[config.mk]
export PLATFORM = sky130hd
export DESIGN_NAME = uart_fifo_pair
export DESIGN_NICKNAME = d
export VERILOG_FILES = /design/src/rtl/uart_fifo_pkg.sv /design/src/rtl/uart_byte_fifo.sv /design/src/rtl/uart_fifo_ctrl.sv /design/src/rtl/uart_fifo_datapath.sv /design/src/rtl/uart_fifo_pair.sv
export SDC_FILE = /design/constraint.sdc
export NUM_CORES = 1
export LEC_CHECK = 0
export ABC_CLOCK_PERIOD_IN_PS = 2500
export BUFFER_PORTS_ARGS = -buffer_cell sky130_fd_sc_hd__clkbuf_2
export CORE_MARGIN = 8
export CORE_UTILIZATION = 28
export CTS_CLUSTER_DIAMETER = 80
export DETAILED_ROUTE_END_ITERATION = 10
export MAX_ROUTING_LAYER = met4
export PLACE_DENSITY_LB_ADDON = 0.12
export RECOVER_POWER = 100
export SETUP_SLACK_MARGIN = 0.05
export SYNTH_ARGS = -nofsm -noshare
export SYNTH_HDL_FRONTEND = slang
export SYNTH_SLANG_ARGS = --single-unit
[constraint.sdc]
create_clock -name clk -period 2.5 [get_ports clk]
set_clock_uncertainty 0.05 [all_clocks]
set_input_delay 0 -clock clk [delete_from_list [all_inputs] [get_ports clk]]
set_output_delay 0 -clock clk [all_outputs]
set_load 0.02 [all_outputs]
[src/rtl/uart_fifo_pkg.sv]
package uart_fifo_pkg;
  typedef struct packed {
    logic txPush;
    logic txPop;
    logic rxPush;
    logic rxPop;
    logic serLoad;
    logic cpuLoad;
    logic dbgLoad;
    logic dbgClear;
    logic rxFromDbg;
  } fifoStrobes_t;
endpackage

[src/rtl/uart_byte_fifo.sv]
module uart_byte_fifo #(
  parameter int WIDTH = 8,
  parameter int DEPTH = 8,
  localparam int AW = $clog2(DEPTH),
  localparam int CW = $clog2(DEPTH + 1)
) (
  input  logic             clk,
  input  logic             rstN,
  input  logic             push,
  input  logic             pop,
  input  logic [WIDTH-1:0] wrData,
  output logic [WIDTH-1:0] headData,
  output logic             full,
  output logic             empty,
  output logic [CW-1:0]    count
);
  logic [WIDTH-1:0] mem [DEPTH];
  logic [AW-1:0] wrPtr, rdPtr;
  logic doPush, doPop;

  assign full     = (count == CW'(DEPTH));
  assign empty    = (count == '0);
  assign doPush   = push && !full;
  assign doPop    = pop && !empty;
  assign headData = mem[rdPtr];

  always_ff @(posedge clk) begin
    if (doPush) mem[wrPtr] <= wrData;
  end

  always_ff @(posedge clk or negedge rstN) begin
    if (!rstN) begin
      wrPtr <= '0;
      rdPtr <= '0;
      count <= '0;
    end else begin
      if (doPush) wrPtr <= (wrPtr == AW'(DEPTH - 1)) ? '0 : wrPtr + 1'b1;
      if (doPop)  rdPtr <= (rdPtr == AW'(DEPTH - 1)) ? '0 : rdPtr + 1'b1;
      case ({doPush, doPop})
        2'b10:   count <= count + 1'b1;
        2'b01:   count <= count - 1'b1;
        default: count <= count;
      endcase
    end
  end

  assert_count_bound_R9: assert property (@(posedge clk) disable iff (!rstN)
    count <= CW'(DEPTH));
  assert_no_overflow_R7: assert property (@(posedge clk) disable iff (!rstN)
    (full && push && !pop) |=> (count == CW'(DEPTH)) && $stable(wrPtr));
  assert_no_underflow_R8: assert property (@(posedge clk) disable iff (!rstN)
    (empty && pop && !push) |=> (count == '0) && $stable(rdPtr));
endmodule

[src/rtl/uart_fifo_ctrl.sv]
module uart_fifo_ctrl
  import uart_fifo_pkg::*;
(
  input  logic         clk,
  input  logic         rstN,
  input  logic         dbgEnable,
  input  logic         cpuTxWrite,
  input  logic         serTxPop,
  input  logic         desRxPush,
  input  logic         cpuRxPop,
  input  logic         dbgRead,
  input  logic         dbgWrite,
  input  logic         txFull,
  input  logic         txEmpty,
  input  logic         rxFull,
  input  logic         rxEmpty,
  output fifoStrobes_t strobes
);
  logic dbgRdOk, dbgWrOk;

  assign dbgRdOk = dbgRead && dbgEnable;
  assign dbgWrOk = dbgWrite && dbgEnable;

  always_comb begin
    strobes           = '0;
    strobes.txPush    = cpuTxWrite && !txFull;
    strobes.txPop     = (serTxPop || dbgRdOk) && !txEmpty;
    strobes.serLoad   = serTxPop && !txEmpty;
    strobes.dbgLoad   = dbgRdOk && !txEmpty;
    strobes.dbgClear  = dbgRead && !dbgEnable;
    strobes.rxFromDbg = !desRxPush;
    strobes.rxPush    = (desRxPush || dbgWrOk) && !rxFull;
    strobes.rxPop     = cpuRxPop && !rxEmpty;
    strobes.cpuLoad   = cpuRxPop && !rxEmpty;
  end

  // the serial side owns the receive write port when both push.
  assert_rx_source_R11: assert property (@(posedge clk) disable iff (!rstN)
    desRxPush |-> !strobes.rxFromDbg);
  // a gated debug access never moves a queue on its own.
  assert_dbg_gated_R6: assert property (@(posedge clk) disable iff (!rstN)
    (!dbgEnable && !serTxPop) |-> !strobes.txPop);
endmodule

[src/rtl/uart_fifo_datapath.sv]
module uart_fifo_datapath
  import uart_fifo_pkg::*;
#(
  parameter int DEPTH = 8,
  localparam int CW = $clog2(DEPTH + 1)
) (
  input  logic         clk,
  input  logic         rstN,
  input  fifoStrobes_t strobes,
  input  logic [7:0]   cpuTxData,
  input  logic [7:0]   desRxData,
  input  logic [7:0]   dbgByte,
  output logic [7:0]   serTxData,
  output logic [7:0]   cpuRxData,
  output logic [7:0]   dbgByteOut,
  output logic         txFull,
  output logic         txEmpty,
  output logic         rxFull,
  output logic         rxEmpty,
  output logic [CW-1:0] txCount,
  output logic [CW-1:0] rxCount
);
  logic [7:0] txHead, rxHead, rxWrData;

  assign rxWrData = strobes.rxFromDbg ? dbgByte : desRxData;

  uart_byte_fifo #(.WIDTH(8), .DEPTH(DEPTH)) i_txFifo (
    .clk(clk), .rstN(rstN), .push(strobes.txPush), .pop(strobes.txPop),
    .wrData(cpuTxData), .headData(txHead), .full(txFull), .empty(txEmpty),
    .count(txCount));

  uart_byte_fifo #(.WIDTH(8), .DEPTH(DEPTH)) i_rxFifo (
    .clk(clk), .rstN(rstN), .push(strobes.rxPush), .pop(strobes.rxPop),
    .wrData(rxWrData), .headData(rxHead), .full(rxFull), .empty(rxEmpty),
    .count(rxCount));

  always_ff @(posedge clk or negedge rstN) begin
    if (!rstN) begin
      serTxData  <= '0;
      cpuRxData  <= '0;
      dbgByteOut <= '0;
    end else begin
      if (strobes.serLoad) serTxData <= txHead;
      if (strobes.cpuLoad) cpuRxData <= rxHead;
      if (strobes.dbgClear)     dbgByteOut <= '0;
      else if (strobes.dbgLoad) dbgByteOut <= txHead;
    end
  end

  // a shared pop hands the same byte to both readers.
  assert_pair_pop_R10: assert property (@(posedge clk) disable iff (!rstN)
    (strobes.serLoad && strobes.dbgLoad) |=> (serTxData == dbgByteOut));
endmodule

[src/rtl/uart_fifo_pair.sv]
module uart_fifo_pair
  import uart_fifo_pkg::*;
#(
  parameter int DEPTH = 8,
  localparam int CW = $clog2(DEPTH + 1)
) (
  input  logic          clk,
  input  logic          rstN,
  input  logic          dbgEnable,
  input  logic          cpuTxWrite,
  input  logic [7:0]    cpuTxData,
  input  logic          serTxPop,
  output logic [7:0]    serTxData,
  input  logic          desRxPush,
  input  logic [7:0]    desRxData,
  input  logic          cpuRxPop,
  output logic [7:0]    cpuRxData,
  input  logic          dbgRead,
  output logic [31:0]   dbgRdata,
  input  logic          dbgWrite,
  input  logic [31:0]   dbgWdata,
  output logic [CW-1:0] txCount,
  output logic [CW-1:0] rxCount,
  output logic          fifosPresent
);
  fifoStrobes_t strobes;
  logic txFull, txEmpty, rxFull, rxEmpty;
  logic [7:0] dbgByteOut;

  uart_fifo_ctrl i_ctrl (
    .clk(clk), .rstN(rstN), .dbgEnable(dbgEnable), .cpuTxWrite(cpuTxWrite),
    .serTxPop(serTxPop), .desRxPush(desRxPush), .cpuRxPop(cpuRxPop),
    .dbgRead(dbgRead), .dbgWrite(dbgWrite), .txFull(txFull),
    .txEmpty(txEmpty), .rxFull(rxFull), .rxEmpty(rxEmpty), .strobes(strobes));

  uart_fifo_datapath #(.DEPTH(DEPTH)) i_datapath (
    .clk(clk), .rstN(rstN), .strobes(strobes), .cpuTxData(cpuTxData),
    .desRxData(desRxData), .dbgByte(dbgWdata[7:0]), .serTxData(serTxData),
    .cpuRxData(cpuRxData), .dbgByteOut(dbgByteOut), .txFull(txFull),
    .txEmpty(txEmpty), .rxFull(rxFull), .rxEmpty(rxEmpty),
    .txCount(txCount), .rxCount(rxCount));

  assign dbgRdata     = {24'd0, dbgByteOut};
  assign fifosPresent = 1'b1;

  assert_dbg_off_read_R6: assert property (@(posedge clk) disable iff (!rstN)
    (dbgRead && !dbgEnable) |=> (dbgRdata == 32'd0) && $stable(txCount));
  assert_dbg_off_write_R6: assert property (@(posedge clk) disable iff (!rstN)
    (dbgWrite && !dbgEnable && !desRxPush && !cpuRxPop) |=> $stable(rxCount));
endmodule

Yosys cells after proc, flatten, opt, wreduce, memory -nomap -nowiden
Memories as Yosys holds them, arrays and structs flattened. A register that Yosys moved wholly into a read port is not among the register bits. Cells that the tools add are included.

Equality and inequality tests: 10. Multiplexer cells: 13. Add/sub/neg operators: 8. Reduce and logical (&&, ||, !) cells: 26.

Operators by type and width (count): two-way mux 8 bit (3); one-hot mux 4 bit (2 select lines) (2); logical AND 1 bit (13); adder 3 x 1 -> 3 bit, second input constant (4); == test 3 bit, second input constant (4); two-way mux 3 bit (4); adder 4 x 1 -> 4 bit, second input constant (2); == test 4 bit, second input constant (2); logical NOT 4 bit (2); subtractor 4 x 1 -> 4 bit, second input constant (2); logical NOT 1 bit (6); nonzero test 2 bit (3); == test 2 x 1 -> 1 bit, second input constant (2); == test 2 bit, second input constant (2); two-way mux 1 bit (4); logical OR 1 bit (2).

Output and inout bits: 57. Register bits after elaboration: 36. Memories: 2. RAM bits: 128.

Memory list: i_datapath.i_rxFifo.mem (depth 8, width 8, rd ports 1, clocked after memory_dff 1, wr ports 1, line uart_byte_fifo.sv:17) `logic [WIDTH-1:0] mem [DEPTH];`; i_datapath.i_txFifo.mem (depth 8, width 8, rd ports 1, clocked after memory_dff 0, wr ports 1, line uart_byte_fifo.sv:17).

Longest topological paths before layout
Depth after elaboration: 6. Gate-level depth with buffers: 11. Gate-level depth less buffers: 10.

Hierarchy
From an unflattened synthesis, not the netlist that was laid out.

Cells, all modules: 432. Area total of the unflattened synthesis: 7800.0 um^2.

Modules (own cells, without submodules): uart_byte_fifo (i_datapath.i_rxFifo) (cells an instance 163, area an instance 3216.8 um^2, times used 1); uart_byte_fifo (i_datapath.i_txFifo) (cells an instance 161, area an instance 3206.8 um^2, times used 1); uart_fifo_datapath (cells an instance 69, area an instance 1119.8 um^2, times used 1); uart_fifo_pair (cells an instance 27, area an instance 195.2 um^2, times used 1); uart_fifo_ctrl (cells an instance 12, area an instance 61.3 um^2, times used 1).

Worst setup path after synthesis
No wires, ideal clock.

Path type: flip-flop to flip-flop. Start: register i_datapath.i_txFifo.count[1]. End: register i_datapath.i_txFifo.count[2]. Cell stages (with the launch flop): 11. Path buffers: 0. Path slack: -0.067 ns. Required time: 2.314 ns. Arrival: 2.381 ns. Period minus slack after synthesis: 2.567 ns. Cells stage by stage: dfrtp_1 > or4_4 > nand3_4 > nand2_4 > ha_1 > xor2_1 > ha_1 > a21oi_1 > xor2_1 > nor2_1 > xor2_1.

Longest elaborated chain between the ends: 6. Elaborated cells on any way between the ends: 14.

Ends and longest elaborated chain: start: declaration (line uart_byte_fifo.sv:15) `output logic [CW-1:0] count`; start signal: assignment (line uart_byte_fifo.sv:40) `2'b10: count <= count + 1'b1;`; start signal: assignment (line uart_byte_fifo.sv:41) `2'b01: count <= count - 1'b1;`; start signal: assignment (line uart_byte_fifo.sv:42) `default: count <= count;`; logical NOT 4 bit (*) (line uart_byte_fifo.sv:22) `assign empty = (count == '0);`; logical NOT 1 bit (*) (line uart_byte_fifo.sv:24, uart_fifo_ctrl.sv:27); logical AND 1 bit (line uart_fifo_ctrl.sv:27) `strobes.txPop = (serTxPop || dbgRdOk) && !txEmpty;`; logical AND 1 bit (*) (line uart_byte_fifo.sv:24) `assign doPop = pop && !empty;`; via i_datapath.i_txFifo.doPop (line uart_byte_fifo.sv:19) `logic doPush, doPop;`; == test 2 x 1 -> 1 bit / == test 2 bit (equally long branches) (line uart_byte_fifo.sv:39) `case ({doPush, doPop})`; one-hot mux 4 bit (2 select lines) / nonzero test 2 bit (equally long branches).

Mark *: on every way through the listed nets, which the timed path passes. The rest lies on a longest branch. A chain may end at the register's enable or synchronous reset.

Worst setup path after layout
Ends and elaborated chain as after synthesis.

==> run_results.csv <==
group,metric,value,unit
floorplan,start_util,28.5,%
sta,min_period_over_period,93.6,%
cells_and_area,fin_util,35.1,%
clock_tree,htree_num_levels,4,
sta,rsz0062_at_grt,"yes",
setup_path,path_class,"flip-flop to flip-flop",
worst_hold_path,hp-class,"input pin to flip-flop",
sta,layout_setup_ws,159,ps
place,place_hpwl,11000,um
global_routing,grt_pass1_vias,4121,
global_routing,grt_overflow,0,
setup_path,path_common_cell,"xor2_1",
pwr,switching_share,33.4,%
detailed_routing,vias,3925,
yosys,syn_avg_cell_area,17.0,um2
setup_path,cpPeakStageDelay,580,ps
global_routing,grt_pass1_wl,24200,um
pwr,seqPwrFrac,41.2,%
sta,finalSetupTns,0,ps
clock_tree,clock_sinks,172,
worst_hold_path,hold_end,"i_datapath.i_txFifo.rdPtr[2]",
yosys,ys_async_sr_fraction,25.6,%
sta,max_freq,427,MHz
worst_hold_path,worstHoldPathCells,4,
detailed_routing,drtIter0Drc,169,
detailed_routing,wire_per_inst,17.5,um
setup_path,crit_fanout,5,
run_status,status,"finished with violations",
pwr,power.total,0.0104,W
setup_path,end_kind,"flip-flop",
yosys,synth_enable_flop_cells,128,
cells_and_area,drive_gt1_share,24.3,%
detailed_routing,vias_per_cell,4.36,
pwr,pwr-share-comb,31.5,%
yosys,synth_seq_cells,172,
sta,drv_slew,34,
setup_path,crit_path_top_delay_cell,"or4_4",
clock_tree,tritoncts,"built",
place,dp.cells,838,
place,numPortBuffers,64,
run_status,violations,"capacitance limit, slew limit",
sta,slew_headroom,-32.2,%
place,post-place-ws,95.7,ps
floorplan,die-height,176,um
floorplan,ios,114,
global_routing,track_usage,10.8,%
yosys,ys.flop_type,"edfxtp_1",
clock_tree,cts_buffer_depth,2,
worst_hold_path,min_from,"dbgEnable",
floorplan,core-area,25200,um2
global_routing,antenna_found_initial,1,
place,place.gp.congestion,0.708,
clock_tree,insertion_delay,420,ps
yosys,yosysSeqAreaShare,68.8,%
setup_path,r2r_slack,160,ps
clock_tree,cts_buffers,17,
detailed_routing,drcViolationCount,0,
yosys,synthesis.area,7190,um2
sta,final-setup-viol-count,0,
detailed_routing,ant_nets,0,
sta,worstMarginPinSlew,1980,ps
cells_and_area,stdcell_count,900,
setup_path,required,2760,ps
setup_path,crit_path_start_kind,"flip-flop",
pwr,p_switching,0.00346,W
floorplan,chipWidth,176,um
run,cap_viol_max_count,1,
cells_and_area,area_growth,23.0,%
sta,fin_crit,2340,ps
yosys,synth_warnings,0,
cells_and_area,nets,627,
pwr,ir_worst_vdd,0.541,mV
setup_path,cp_cell_sequence,"or4_4 > nand3_2 > nand2_4 > ha_2 > xor2_1 > ha_1 > a21oi_2 > xor2_1 > nor2_1 > xor2_1",
pwr,leakagePower,3.22,nW
clock_tree,cts_root_buf,"clkbuf_16",
floorplan,die_area,31100,um2
setup_path,worst_ep_arrival_time,2600,ps
pwr,clkPwrFrac,27.3,%
yosys,synthCells,423,
setup_path,ff2ff_path_depth,10,
pwr,p_per_area,1170,nW/um2
global_routing,grt_max_degree,34,
setup_path,worst_r2r_endpoint,"i_datapath.i_txFifo.count[2]",
floorplan,num_rows,58,
clock_tree,post-cts-setup-buffers,0,
detailed_routing,wl,15800,um
yosys,synth.distinct_cells,36,
sta,hold_viol_final,0,
clock_tree,clk_pin_slew_worst_paths,70,ps
pwr,p_int,0.00689,W
setup_path,rr_startpoint,"i_datapath.i_txFifo.count[1]",
detailed_routing,first_pass_iters,4,
[how the worst max path moves through the flow]
stage | cells past startpoint | end | from | slack, ps
3_5_place_dp | 8 | i_datapath.i_txFifo.count[3] | i_datapath.i_txFifo.count[0] | 100
6_report | 10 | i_datapath.i_txFifo.count[2] | i_datapath.i_txFifo.count[1] | 160
4_1_cts | 8 | i_datapath.i_txFifo.count[3] | i_datapath.i_txFifo.count[0] | 90
5_1_grt | 10 | i_datapath.i_txFifo.count[2] | i_datapath.i_txFifo.count[1] | 40
2_1_floorplan | 10 | i_datapath.i_txFifo.count[2] | i_datapath.i_txFifo.count[0] | 50
3_3_place_gp | 10 | i_datapath.i_txFifo.count[2] | i_datapath.i_txFifo.count[0] | 150
[layout make-up]
class / count / area [um2]
fill: 2444 / 16300
sequential: 172 / 4950
multi-input combinational: 231 / 2060
timing repair buffer: 131 / 766
clock buffer: 19 / 433
tap: 330 / 413
clock inverter: 13 / 200
inverter: 3 / 11.3
antenna: 1 / 2.50
[state kept, by name (all words and copies together), names as in the netlist]
name                       flops
i_datapath.cpuRxData           8
i_datapath.i_txFifo.rdPtr      3
i_datapath.serTxData           8
i_datapath.i_rxFifo.count      4
i_datapath.i_txFifo.wrPtr      3
i_datapath.i_rxFifo.wrPtr      3
i_datapath.i_rxFifo.rdPtr      3
i_datapath.i_rxFifo.mem       64
i_datapath.i_txFifo.count      4
i_datapath.dbgByteOut          8
i_datapath.i_txFifo.mem       64
[routing by layer]
metal | routed length (um) | track usage [%]
met5 | 0 | -
met2 | 7560 | 16.8
met1 | 7210 | 13.6
met4 | 148 | 3.04
met3 | 855 | 2.93
[power groups by stage]
stage	Sequential, W	Clock (W)	Combinational [W]
floorplan	0.00450	0	0.00203
global placement	0.00431	0	0.00345
global route	0.00437	0.00302	0.00362
finish	0.00426	0.00283	0.00326
detailed placement	0.00435	0	0.00349
CTS	0.00428	0.00290	0.00355
[layout by cell type, fill, tap and decap left out, types with 5 or more instances in the layout]
cell type      count
edfxtp_1         128
clkbuf_1          54
dfrtp_1           40
clkbuf_2          38
nand2_1           37
mux4_2            32
dlygate4sd3_1     29
o21ai_0           27
conb_1            25
clkbuf_16         17
mux2i_1           16
mux2_2            13
ha_1              13
buf_4             12
nor3_1            10
nor2_1             9
inv_6              7
xor2_1             6
nand2b_1           6
nor3b_1            5
[repair_timing]
item | 4_1_cts | 5_1_grt
endpoints found under the setup margin | 0 | 3
hold endpoints to repair | 162 | 0
resized for setup | 0 | 5
hold buffers | 29 | 0
[cells by family after synthesis]
| logic type | after synthesis | synth area share [%] |
|---|---|---|
| other | 2 | 0.104 |
| adder cells (fa/ha/maj) | 14 | 2.44 |
| AO/OA/AOI/OAI | 37 | 2.89 |
| XOR/XNOR | 10 | 1.22 |
| flip-flops | 172 | 68.8 |
| multiplexers | 65 | 15.1 |
| buffers and inverters | 43 | 3.74 |
| AND/OR/NAND/NOR | 80 | 5.73 |
[Yosys cell counts, types with 2 or more instances]
master    instances  area share, %
a21oi_1           5           0.35
buf_1             3           0.16
buf_2             5           0.35
buf_4            27            2.8
clkbuf_1          5           0.26
conb_1            2           0.10
dfrtp_1          44             15
edfxtp_1        128             53
ha_1             14            2.4
inv_1             3           0.16
mux2_2           14            2.2
mux2_4            3           0.63
mux2i_1          16            2.2
mux4_2           32             10
nand2_1          37            1.9
nand2_4           2           0.31
nand2b_1          6           0.52
nand3_1           2           0.14
nand3b_1          2           0.21
nor2_1            9           0.47
nor3_1           10           0.70
nor3b_1           5           0.52
nor4_1            2           0.17
o21ai_0          27            1.9
xnor2_1           4           0.49
xor2_1            6           0.73
[through the flow]
stage / hold WS, ps / area, um2
floorplan: -346 / 7280
global placement: 126 / 8060
detailed placement: 131 / 8060
CTS: 56.6 / 8990
global route: 68.5 / 8840
finish: 43.6 / 8840
[critical path, delay by kind of cell, from the launching register on]
family | cells | cell delay [ps]
XOR/XNOR | 3 | 440
AO/OA/AOI/OAI | 1 | 110
flip-flops | 1 | 410
adder cells (fa/ha/maj) | 2 | 390
AND/OR/NAND/NOR | 4 | 840
(Power assumes the default switching activity.)
